File: src/rtl/rfq_pkg.sv
package rfq_pkg;

   // Longest hash input: IPv6 5-tuple = 16 + 16 + 2 + 2 + 1 bytes
   localparam int MSG_BYTES = 37;

   localparam logic [7:0] PROTO_TCP = 8'd6;
   localparam logic [7:0] PROTO_UDP = 8'd17;

   typedef enum logic [2:0] {
      CLS_TCP  = 3'd0,
      CLS_UDP  = 3'd1,
      CLS_IP4  = 3'd2,
      CLS_IP6  = 3'd3,
      CLS_NONE = 3'd4
   } rfq_class_e;

   typedef enum logic [1:0] {
      ST_IDLE = 2'd0,
      ST_HASH = 2'd1,
      ST_LOOK = 2'd2
   } rfq_state_e;

endpackage

File: src/rtl/rfq_classify.sv
module rfq_classify
   import rfq_pkg::*;
#(
   parameter int MSG_BITS = MSG_BYTES * 8,
   parameter int LEN_W    = 6
) (
   input  logic                v4_i,
   input  logic                v6_i,
   input  logic                tcp_i,
   input  logic                udp_i,
   input  logic [127:0]        src_i,
   input  logic [127:0]        dst_i,
   input  logic [15:0]         sport_i,
   input  logic [15:0]         dport_i,
   input  logic [3:0]          class_en_i,
   output logic [MSG_BITS-1:0] msg_o,
   output logic [LEN_W-1:0]    len_o,
   output logic                hash_on_o
);

   generate
      if (MSG_BITS < 296) begin : g_bad_msg
         $error("rfq_classify: MSG_BITS too small for IPv6 5-tuple");
      end
      if ((1 << LEN_W) <= MSG_BITS / 8) begin : g_bad_len
         $error("rfq_classify: LEN_W cannot hold byte count");
      end
   endgenerate

   rfq_class_e cls;
   logic       has_l3;
   logic [7:0] proto;

   always_comb begin
      has_l3 = v4_i | v6_i;
      if (has_l3 && tcp_i)      cls = CLS_TCP;
      else if (has_l3 && udp_i) cls = CLS_UDP;
      else if (v4_i)            cls = CLS_IP4;
      else if (v6_i)            cls = CLS_IP6;
      else                      cls = CLS_NONE;
   end

   assign proto = (cls == CLS_TCP) ? PROTO_TCP : PROTO_UDP;

   always_comb begin
      msg_o = '0;
      len_o = '0;
      unique case (cls)
         CLS_TCP, CLS_UDP: begin
            if (v4_i) begin
               msg_o = {src_i[31:0], dst_i[31:0], sport_i, dport_i, proto,
                        {(MSG_BITS-104){1'b0}}};
               len_o = LEN_W'(13);
            end else begin
               msg_o = {src_i, dst_i, sport_i, dport_i, proto,
                        {(MSG_BITS-296){1'b0}}};
               len_o = LEN_W'(37);
            end
         end
         CLS_IP4: begin
            msg_o = {src_i[31:0], dst_i[31:0], {(MSG_BITS-64){1'b0}}};
            len_o = LEN_W'(8);
         end
         CLS_IP6: begin
            msg_o = {src_i, dst_i, {(MSG_BITS-256){1'b0}}};
            len_o = LEN_W'(32);
         end
         default: begin
            msg_o = '0;
            len_o = '0;
         end
      endcase
   end

   always_comb begin
      unique case (cls)
         CLS_TCP: hash_on_o = class_en_i[0];
         CLS_UDP: hash_on_o = class_en_i[1];
         CLS_IP4: hash_on_o = class_en_i[2];
         CLS_IP6: hash_on_o = class_en_i[3];
         default: hash_on_o = 1'b0;
      endcase
   end

endmodule

File: src/rtl/rfq_toeplitz.sv
module rfq_toeplitz
   import rfq_pkg::*;
#(
   parameter int KEY_BITS = 320,
   parameter int HASH_W   = 32,
   parameter int MSG_BITS = MSG_BYTES * 8,
   parameter int LEN_W    = 6
) (
   input  logic                clk,
   input  logic                rst_n,
   input  logic                start_i,
   input  logic                hash_on_i,
   input  logic [MSG_BITS-1:0] msg_i,
   input  logic [LEN_W-1:0]    len_i,
   input  logic [KEY_BITS-1:0] key_i,
   output logic                lookup_o,
   output logic [HASH_W-1:0]   hash_o
);

   generate
      if (KEY_BITS < HASH_W + 8) begin : g_bad_key
         $error("rfq_toeplitz: key shorter than hash window plus one byte");
      end
      if (MSG_BITS % 8 != 0) begin : g_bad_msg
         $error("rfq_toeplitz: MSG_BITS must be whole bytes");
      end
   endgenerate

   rfq_state_e          st;
   logic [MSG_BITS-1:0] msg_q;
   logic [KEY_BITS-1:0] kreg;
   logic [LEN_W-1:0]    remain;
   logic [HASH_W-1:0]   acc;
   logic [HASH_W-1:0]   mix;
   logic [HASH_W-1:0]   term [8];

   // One key window per bit of the current byte, MSB first
   generate
      for (genvar j = 0; j < 8; j++) begin : g_bit
         assign term[j] = msg_q[MSG_BITS-1-j] ? kreg[KEY_BITS-1-j -: HASH_W] : '0;
      end
   endgenerate

   always_comb begin
      mix = '0;
      for (int j = 0; j < 8; j++) mix = mix ^ term[j];
   end

   always_ff @(posedge clk) begin
      if (!rst_n) begin
         st     <= ST_IDLE;
         msg_q  <= '0;
         kreg   <= '0;
         remain <= '0;
         acc    <= '0;
      end else begin
         unique case (st)
            ST_IDLE: begin
               if (start_i) begin
                  acc <= '0;
                  if (hash_on_i && len_i != '0) begin
                     msg_q  <= msg_i;
                     kreg   <= key_i;
                     remain <= len_i;
                     st     <= ST_HASH;
                  end else begin
                     st <= ST_LOOK;
                  end
               end
            end
            ST_HASH: begin
               acc    <= acc ^ mix;
               msg_q  <= msg_q << 8;
               kreg   <= {kreg[KEY_BITS-9:0], kreg[KEY_BITS-1 -: 8]};
               remain <= remain - LEN_W'(1);
               if (remain == LEN_W'(1)) st <= ST_LOOK;
            end
            ST_LOOK: st <= ST_IDLE;
            default: st <= ST_IDLE;
         endcase
      end
   end

   assign lookup_o = (st == ST_LOOK);
   assign hash_o   = acc;

   p_bypass_zero_r5: assert property (@(posedge clk) disable iff (!rst_n)
      (st == ST_IDLE && start_i && !(hash_on_i && len_i != '0))
      |=> (st == ST_LOOK && acc == '0));

   p_byte_count_r7: assert property (@(posedge clk) disable iff (!rst_n)
      (st == ST_HASH && remain > LEN_W'(1))
      |=> (st == ST_HASH && remain == $past(remain) - LEN_W'(1)));

   p_busy_ignore_r8: assert property (@(posedge clk) disable iff (!rst_n)
      (st == ST_HASH && start_i && remain > LEN_W'(1)) |=> st == ST_HASH);

endmodule

File: src/rtl/rfq_indir_table.sv
module rfq_indir_table #(
   parameter int QUEUES = 8,
   parameter int IDX_W  = 7,
   parameter int DEPTH  = 1 << IDX_W,
   parameter int QW     = $clog2(QUEUES)
) (
   input  logic             clk,
   input  logic             rst_n,
   input  logic             we_i,
   input  logic [IDX_W-1:0] waddr_i,
   input  logic [QW-1:0]    wdata_i,
   input  logic             rd_en_i,
   input  logic [IDX_W-1:0] rd_idx_i,
   output logic [QW-1:0]    q_o
);

   generate
      if (DEPTH != (1 << IDX_W)) begin : g_bad_depth
         $error("rfq_indir_table: DEPTH must equal 2**IDX_W");
      end
      if (QUEUES < 2) begin : g_bad_q
         $error("rfq_indir_table: need at least two queues");
      end
   endgenerate

   logic [QW-1:0] mem [DEPTH];

   always_ff @(posedge clk) begin
      if (!rst_n) begin
         for (int i = 0; i < DEPTH; i++) mem[i] <= QW'(i % QUEUES);
      end else if (we_i) begin
         mem[waddr_i] <= wdata_i;
      end
   end

   // Read at the lookup edge sees only writes from earlier edges
   always_ff @(posedge clk) begin
      if (!rst_n)       q_o <= '0;
      else if (rd_en_i) q_o <= mem[rd_idx_i];
   end

endmodule

File: src/rtl/rfq_selector.sv
module rfq_selector
   import rfq_pkg::*;
#(
   parameter int QUEUES    = 8,
   parameter int TBL_IDX_W = 7,
   parameter int HASH_W    = 32,
   parameter int KEY_BYTES = 40,
   parameter int ADDR_W    = 8,
   parameter int DATA_W    = 32,
   localparam int QW        = $clog2(QUEUES),
   localparam int TBL_DEPTH = 1 << TBL_IDX_W,
   localparam int KEY_BITS  = KEY_BYTES * 8,
   localparam int KEY_WORDS = KEY_BITS / DATA_W,
   localparam int KEY_BASE  = TBL_DEPTH,
   localparam int EN_ADDR   = KEY_BASE + KEY_WORDS,
   localparam int MSG_BITS  = MSG_BYTES * 8,
   localparam int LEN_W     = $clog2(MSG_BYTES + 1)
) (
   input  logic              clk,
   input  logic              rst_n,
   input  logic              pkt_start,
   input  logic              pkt_v4,
   input  logic              pkt_v6,
   input  logic              pkt_tcp,
   input  logic              pkt_udp,
   input  logic [127:0]      pkt_src,
   input  logic [127:0]      pkt_dst,
   input  logic [15:0]       pkt_sport,
   input  logic [15:0]       pkt_dport,
   input  logic              cfg_we,
   input  logic [ADDR_W-1:0] cfg_addr,
   input  logic [DATA_W-1:0] cfg_wdata,
   output logic              sel_done,
   output logic [QW-1:0]     sel_queue,
   output logic [HASH_W-1:0] sel_hash
);

   generate
      if (KEY_BITS % DATA_W != 0) begin : g_bad_kw
         $error("rfq_selector: key must be whole data words");
      end
      if (EN_ADDR >= (1 << ADDR_W)) begin : g_bad_map
         $error("rfq_selector: register map exceeds address space");
      end
      if (TBL_IDX_W > HASH_W || ADDR_W <= TBL_IDX_W) begin : g_bad_idx
         $error("rfq_selector: table index width inconsistent");
      end
      if (DATA_W < 4 || DATA_W < QW) begin : g_bad_dw
         $error("rfq_selector: data word too narrow");
      end
   endgenerate

   // ---------------- configuration registers ----------------
   logic [DATA_W-1:0]   key_w [KEY_WORDS];
   logic [KEY_BITS-1:0] key_q;
   logic [3:0]          en_q;

   generate
      for (genvar w = 0; w < KEY_WORDS; w++) begin : g_key
         always_ff @(posedge clk) begin
            if (!rst_n) key_w[w] <= '0;
            else if (cfg_we && int'(cfg_addr) == KEY_BASE + w) key_w[w] <= cfg_wdata;
         end
         assign key_q[KEY_BITS-1-w*DATA_W -: DATA_W] = key_w[w];
      end
   endgenerate

   always_ff @(posedge clk) begin
      if (!rst_n) en_q <= '0;
      else if (cfg_we && int'(cfg_addr) == EN_ADDR) en_q <= cfg_wdata[3:0];
   end

   // ---------------- datapath ----------------
   logic [MSG_BITS-1:0] msg;
   logic [LEN_W-1:0]    len;
   logic                hash_on;
   logic                lookup;
   logic [HASH_W-1:0]   acc;
   logic                tbl_we;

   rfq_classify #(.MSG_BITS(MSG_BITS), .LEN_W(LEN_W)) u_cls (
      .v4_i(pkt_v4), .v6_i(pkt_v6), .tcp_i(pkt_tcp), .udp_i(pkt_udp),
      .src_i(pkt_src), .dst_i(pkt_dst), .sport_i(pkt_sport), .dport_i(pkt_dport),
      .class_en_i(en_q), .msg_o(msg), .len_o(len), .hash_on_o(hash_on)
   );

   rfq_toeplitz #(.KEY_BITS(KEY_BITS), .HASH_W(HASH_W), .MSG_BITS(MSG_BITS),
                  .LEN_W(LEN_W)) u_hash (
      .clk(clk), .rst_n(rst_n), .start_i(pkt_start), .hash_on_i(hash_on),
      .msg_i(msg), .len_i(len), .key_i(key_q),
      .lookup_o(lookup), .hash_o(acc)
   );

   assign tbl_we = cfg_we && (int'(cfg_addr) < TBL_DEPTH);

   rfq_indir_table #(.QUEUES(QUEUES), .IDX_W(TBL_IDX_W), .DEPTH(TBL_DEPTH),
                     .QW(QW)) u_tbl (
      .clk(clk), .rst_n(rst_n), .we_i(tbl_we),
      .waddr_i(cfg_addr[TBL_IDX_W-1:0]), .wdata_i(cfg_wdata[QW-1:0]),
      .rd_en_i(lookup), .rd_idx_i(acc[TBL_IDX_W-1:0]), .q_o(sel_queue)
   );

   always_ff @(posedge clk) begin
      if (!rst_n) begin
         sel_done <= 1'b0;
         sel_hash <= '0;
      end else begin
         sel_done <= lookup;
         if (lookup) sel_hash <= acc;
      end
   end

   p_done_pulse_r7: assert property (@(posedge clk) disable iff (!rst_n)
      sel_done |=> !sel_done);

   p_lookup_done_r7: assert property (@(posedge clk) disable iff (!rst_n)
      lookup |=> sel_done);

   p_unmapped_r11: assert property (@(posedge clk) disable iff (!rst_n)
      (cfg_we && int'(cfg_addr) > EN_ADDR) |=> ($stable(key_q) && $stable(en_q)));

endmodule

File: config.mk
export PLATFORM = sky130hd
export DESIGN_NAME = rfq_selector
export DESIGN_NICKNAME = d
export VERILOG_FILES = /design/src/rtl/rfq_pkg.sv /design/src/rtl/rfq_classify.sv /design/src/rtl/rfq_toeplitz.sv /design/src/rtl/rfq_indir_table.sv /design/src/rtl/rfq_selector.sv
export SDC_FILE = /design/constraint.sdc
export NUM_CORES = 2
export LEC_CHECK = 0
export BUFFER_PORTS_ARGS = -buffer_cell sky130_fd_sc_hd__buf_4
export CAP_MARGIN = 15
export CORE_UTILIZATION = 38
export CTS_BUF_LIST = sky130_fd_sc_hd__clkbuf_16
export CTS_CLUSTER_SIZE = 16
export DETAILED_ROUTE_END_ITERATION = 8
export HOLD_SLACK_MARGIN = 0.03
export PLACE_DENSITY_LB_ADDON = 0.3
export SYNTH_ARGS = -nofsm -noshare
export SYNTH_HDL_FRONTEND = slang
export SYNTH_SLANG_ARGS = --single-unit
File: constraint.sdc
create_clock -name clk -period 3.3 [get_ports clk]
set_input_delay 0.165 -clock clk [delete_from_list [all_inputs] [get_ports clk]]
set_output_delay 0.165 -clock clk [all_outputs]
set_load 0.05 [all_outputs]
* Word-level counts from Yosys, hierarchy flattened *
Memories as Yosys holds them, arrays and structs flattened. A register that Yosys moved wholly into a read port is not among the register bits.
Index checks and enable logic that the tools add are counted.
W data, S select, Z words.

cells by class
  add/sub/neg operators = 1
  multiply operators = 0
  div/mod/pow operators = 0
  magnitude comparators = 1
  eq/ne operators = 20
  shifts and indexed selects = 0
  multiplexer cells = 80
  bitwise logic cells = 19
  reduce and logical (&&, ||, !) cells = 25

operator list
  operator               count
  $mux W296              3
  $pmux W296 S3          1
  $mux W320              2
  $pmux W320 S2          1
  $mux W32               19
  $pmux W296 S2          1
  $xor A32 B32 Y32       8
  $eq A8 B8 Y1 const B   11
  $pmux W32 S2           1
  $mux W1                35
  $mux W6                3
  $pmux W6 S3            1
  $logic_and A1 B1 Y1    15
  $mux W3                5
  $pmux W6 S2            1
  $or A1 B1 Y1           11
  $lt A8 B8 Y1 const B   1
  $mux W7                1
  $eq A3 B2 Y1 const B   2
  $eq A6 B1 Y1 const B   1
  $mux W2                3
  $reduce_bool A6 Y1     1
  $sub A6 B1 Y6 const B  1
  $mux W5                1
  15 further kinds       17

storage, ports and cells
  bits in registers = 693
  latch bits = 0
  bits in writable memories = 704
  ROM bits = 0
  bits of input ports = 336
  output and inout port bits = 36
  logic and storage cells = 156
  memories = 2

memory list
  memory     depth  bits a word  rd ports  clocked after Yosys merged registers in  write ports  line                   source
  u_tbl.mem  128    3            1         1                                        128          rfq_indir_table.sv:26  logic [QW-1:0] mem [DEPTH];
  key_w      10     32           10        0                                        10           rfq_selector.sv:54     logic [DATA_W-1:0] key_w [KEY_WORDS];

* Longest topological paths before layout *
  depth after elaboration = 12
  gate-level depth with buffers = 11

* Modules after synthesis *
A second synthesis with hierarchy kept.

unflattened totals
  cell total of the unflattened synthesis = 6,764
  area, all modules = 67,365.9 um2

modules (own cells, without submodules)
  module           times used  cells an instance  area an instance (um2)
  rfq_toeplitz     1           4,126              32,791.4
  rfq_indir_table  1           1,442              18,640.4
  rfq_selector     1           838                13,451.7
  rfq_classify     1           358                2,482.4

* Worst setup path before layout *
OpenSTA, ideal clock, no wires.

  path kind = in2reg
  start point = in cfg_addr[5]
  end point = mem key_w[4][0], enable pin
  setup time = 466 ps
  data arrival time = 3,189 ps
  setup slack = -355 ps
  cell stages on the path = 4
  path buffers = 0
  cell sequence = or2_1 > nor3_1 > nand4_1 > o21ai_0

RTL lines
  what         line                source
  from (decl)  rfq_selector.sv:31  input logic [ADDR_W-1:0] cfg_addr,
  to (decl)    rfq_selector.sv:54

* Worst setup path in the final report *
  start point = reg u_hash.st[1]
  end point = reg u_hash.msg_q[226]

between the ends
  longest elaborated chain between the ends = 3
  elaborated cells on any way between the ends = 7
  those cells by class = eq/ne (3); mux (1); reduce/logical (3)

RTL lines
  what                                                     line                source
  from (decl)                                              rfq_toeplitz.sv:29  rfq_state_e st;
  from (signal assigned)                                   rfq_toeplitz.sv:51  st <= ST_IDLE;
  from (signal assigned)                                   rfq_toeplitz.sv:65  st <= ST_HASH;
  from (signal assigned)                                   rfq_toeplitz.sv:67  st <= ST_LOOK;
  $logic_not A2 Y1 / $eq A2 B1 Y1 (equally long branches)  rfq_toeplitz.sv:57  unique case (st)
  $ne A2 B1 Y1 (no line) (tied with other cells)           n/a
  $reduce_and A3 Y1 (no line)                              n/a
  to (signal assigned)                                     rfq_toeplitz.sv:62  msg_q <= msg_i;
  to (signal assigned)                                     rfq_toeplitz.sv:73  msg_q <= msg_q << 8;
  to (decl)                                                rfq_toeplitz.sv:30  logic [MSG_BITS-1:0] msg_q;

Several ways; a longest one is shown, not always the timed one.
A chain may end at the register's enable or synchronous reset.

==> results.json <==
{
  "nets": 6981,
  "final_cell_mix": "1049 x nand2_1, 755 x nor2_1, 704 x edfxtp_1",
  "cp.required_ns": 4.03,
  "crit_buf_inv": 2,
  "grt_pass1_wl_microns": 295000,
  "grt_overflow": 0,
  "synth_fp_nets": 6623,
  "synth_edf_count": 704,
  "async_flop_share_pct": 0,
  "gp_congestion": 0.895,
  "final_common_cell": "nand2_1",
  "rows": 148,
  "h-tree-depth": 4,
  "power_density_mw_per_mm2": 510,
  "critPathKind": "reg -> reg",
  "seqPwrFrac_pct": 50.4,
  "setup-violations-final": 0,
  "syn_area_sq_mm": 0.0627,
  "synth_seq_area_share_pct": 55.7,
  "crit_family": "buffers and inverters",
  "cts_buffers": 152,
  "slew_headroom_pct": 16.9,
  "finalHoldViolations": 0,
  "p_leak_nw": 26.2,
  "cp.arrival_ns": 3.56,
  "hold_slack_ns": 0.0805,
  "p_clk_share_pct": 41.7,
  "portBuffers": 371,
  "ys_ff_latch": 1394,
  "pwr-share-comb_pct": 7.9,
  "skew_ns": 0.0343,
  "clkSinkCount": 1394,
  "crit_slowest_cell": "dfxtp_1",
  "dp_hpwl_microns": 117000,
  "grt.total_usage_pct": 22.5,
  "ir_drop_mv": 0.546,
  "critPathMaxStageDelay_ns": 0.68,
  "outcome": "finished clean",
  "finalNonFillerCells": 8945,
  "ant_nets": 0,
  "clkTransAtPathRegs_ns": 0.06,
  "placed_area_sq_mm": 0.0674,
  "clock_latency_ns": 0.80,
  "swShare_pct": 24.6,
  "reg2reg_slack_ns": 0.47,
  "end_kind": "flip-flop",
  "detail_route.wl_per_cell_microns": 21.7,
  "worst_pin_slew_ns": 1.25,
  "dr.pass1.iters": 8,
  "drtIter0Drc": 5356,
  "ios": 372,
  "p_int_mw": 29.0,
  "dp.cells": 8334,
  "vias_per_cell": 5.63,
  "die_w_microns": 408,
  "min_period_ns": 2.83,
  "fp.dieH_microns": 408,
  "antenna_found_initial": 6,
  "period_share_pct": 85.9,
  "cts_buffer_depth": 3,
  "power_switching_mw": 9.47,
  "finalMaxSlewViolations": 0,
  "start_kind": "flip-flop",
  "max_freq_mhz": 353,
  "worstPathMaxFanout": 46,
  "dieArea_sq_mm": 0.167,
  "synthCells": 6285,
  "syn_to_final_growth_pct": 20.2,
  "core_area_sq_mm": 0.163,
  "syn-mean-instance-area_sq_um": 9.98,
  "ys.flop_type": "edfxtp_1",
  "yosysUniqueCellTypes": 53,
  "power_mw": 38.4,
  "postCtsSetupRepairBufs": 0,
  "cts-root-buf": "clkbuf_16",
  "final.fill_count": 15000,
  "dr_total_vias": 50400,
  "drc": 0,
  "rsz0062_at_grt": "no",
  "cts_tree": "done",
  "cap_violations": 0,
  "crit_chain": "nand2b_4, and2_4, buf_12, a32oi_1, dlygate4sd3_1, o211ai_1, o21ai_0, nor2_1",
  "yosysWarnings": 0,
  "design_area_sq_mm": 0.0754,
  "hold_class": "in -> reg",
  "tns_ns": 0,
  "grt_pass1_vias": 48800,
  "grt_max_degree": 180,
  "drive_above_1_share_pct": 12.6,
  "wirelength_microns": 194000,
  "initial_core_util_pct": 38.4
}
## power groups by stage
stage / combinational [mW] / clock, mW / sequential (mW)
2_1_floorplan: 1.61 / 0 / 19.5
3_3_place_gp: 2.63 / 0 / 19.7
3_5_place_dp: 2.67 / 0 / 19.7
4_1_cts: 3.02 / 16.3 / 19.4
5_1_grt: 3.27 / 17.0 / 19.4
6_report: 3.04 / 16.0 / 19.4
## cell families after synthesis
group | after synthesis | synth area share (%)
xor+xnor | 253 | 3.53
mux | 134 | 3.90
fa+ha+maj | 2 | 0.0399
buf+inv | 654 | 4.25
flops | 1394 | 55.7
simple gates | 2871 | 20.6
compound gates | 977 | 11.9
## path summary, 6_finish.rpt
| path | end | depth (start not counted) | from |
|---|---|---|---|
| hold / removal | u_tbl.mem[121][1] | 2 | cfg_wdata[1] |
| setup / recovery | u_hash.msg_q[226] | 8 | u_hash.st[1] |
| hold reg to reg | sel_hash[30] | 2 | sel_hash[30] |
| setup reg to reg | u_hash.msg_q[226] | 8 | u_hash.st[1] |
## stage by stage
stage	setup slack (ns)	utilization, %
2_1_floorplan	-0.355	-
3_3_place_gp	0.625	41.3
3_5_place_dp	0.655	41.3
4_1_cts	0.462	46.2
5_1_grt	0.290	46.2
6_report	0.466	46.2
## metal layers
layer / global-route usage (%) / wire length, microns
met4: 7.69 / 6400
met2: 38.4 / 95400
met1: 28.5 / 79100
met3: 3.79 / 12800
met5: 0 / 35
## area by class of cell
| cell class | instances | area (sq um) | share of cell area [%] |
|---|---|---|---|
| Antenna cell | 3 | 7.51 | 0.00996 |
| Clock buffer | 154 | 3850 | 5.11 |
| Clock inverter | 124 | 791 | 1.05 |
| Inverter | 8 | 37.5 | 0.0498 |
| Multi-Input combinational cell | 4237 | 25300 | 33.6 |
| Sequential cell | 1394 | 35000 | 46.4 |
| Tap cell | 2175 | 2720 | 3.61 |
| Timing Repair Buffer | 850 | 7710 | 10.2 |
## synth_stat cells, drive strengths merged, types with 70 or more instances
cell | count | area share (%)
edfxtp | 704 | 34
o21ai | 134 | 1.1
clkbuf | 510 | 3.1
and2 | 325 | 3.2
mux4 | 84 | 3.1
nor2 | 768 | 4.6
a311oi | 320 | 4.5
or3 | 155 | 1.5
and3 | 138 | 1.4
nand2 | 1050 | 6.3
a221oi | 255 | 3.6
a21oi | 124 | 1.0
buf | 136 | 1.1
xnor2 | 193 | 2.7
nor3 | 308 | 2.5
nand3 | 70 | 0.56
dfxtp | 690 | 22
## repair_timing
action,in CTS,in global routing
hold buffers,330,0
endpoints found under the hold margin,628,0
resized for setup,0,0
## flip-flops by register name, summed over array words and instances, names as in the netlist
register / count
en_q: 4
key_w: 320
sel_done: 1
sel_hash: 32
u_hash.hash_o: 32
u_hash.kreg: 320
u_hash.msg_q: 290
u_hash.remain: 6
u_hash.st: 2
u_tbl.mem: 384
u_tbl.q_o: 3
Note: power is estimated with default switching activity, not from simulation.
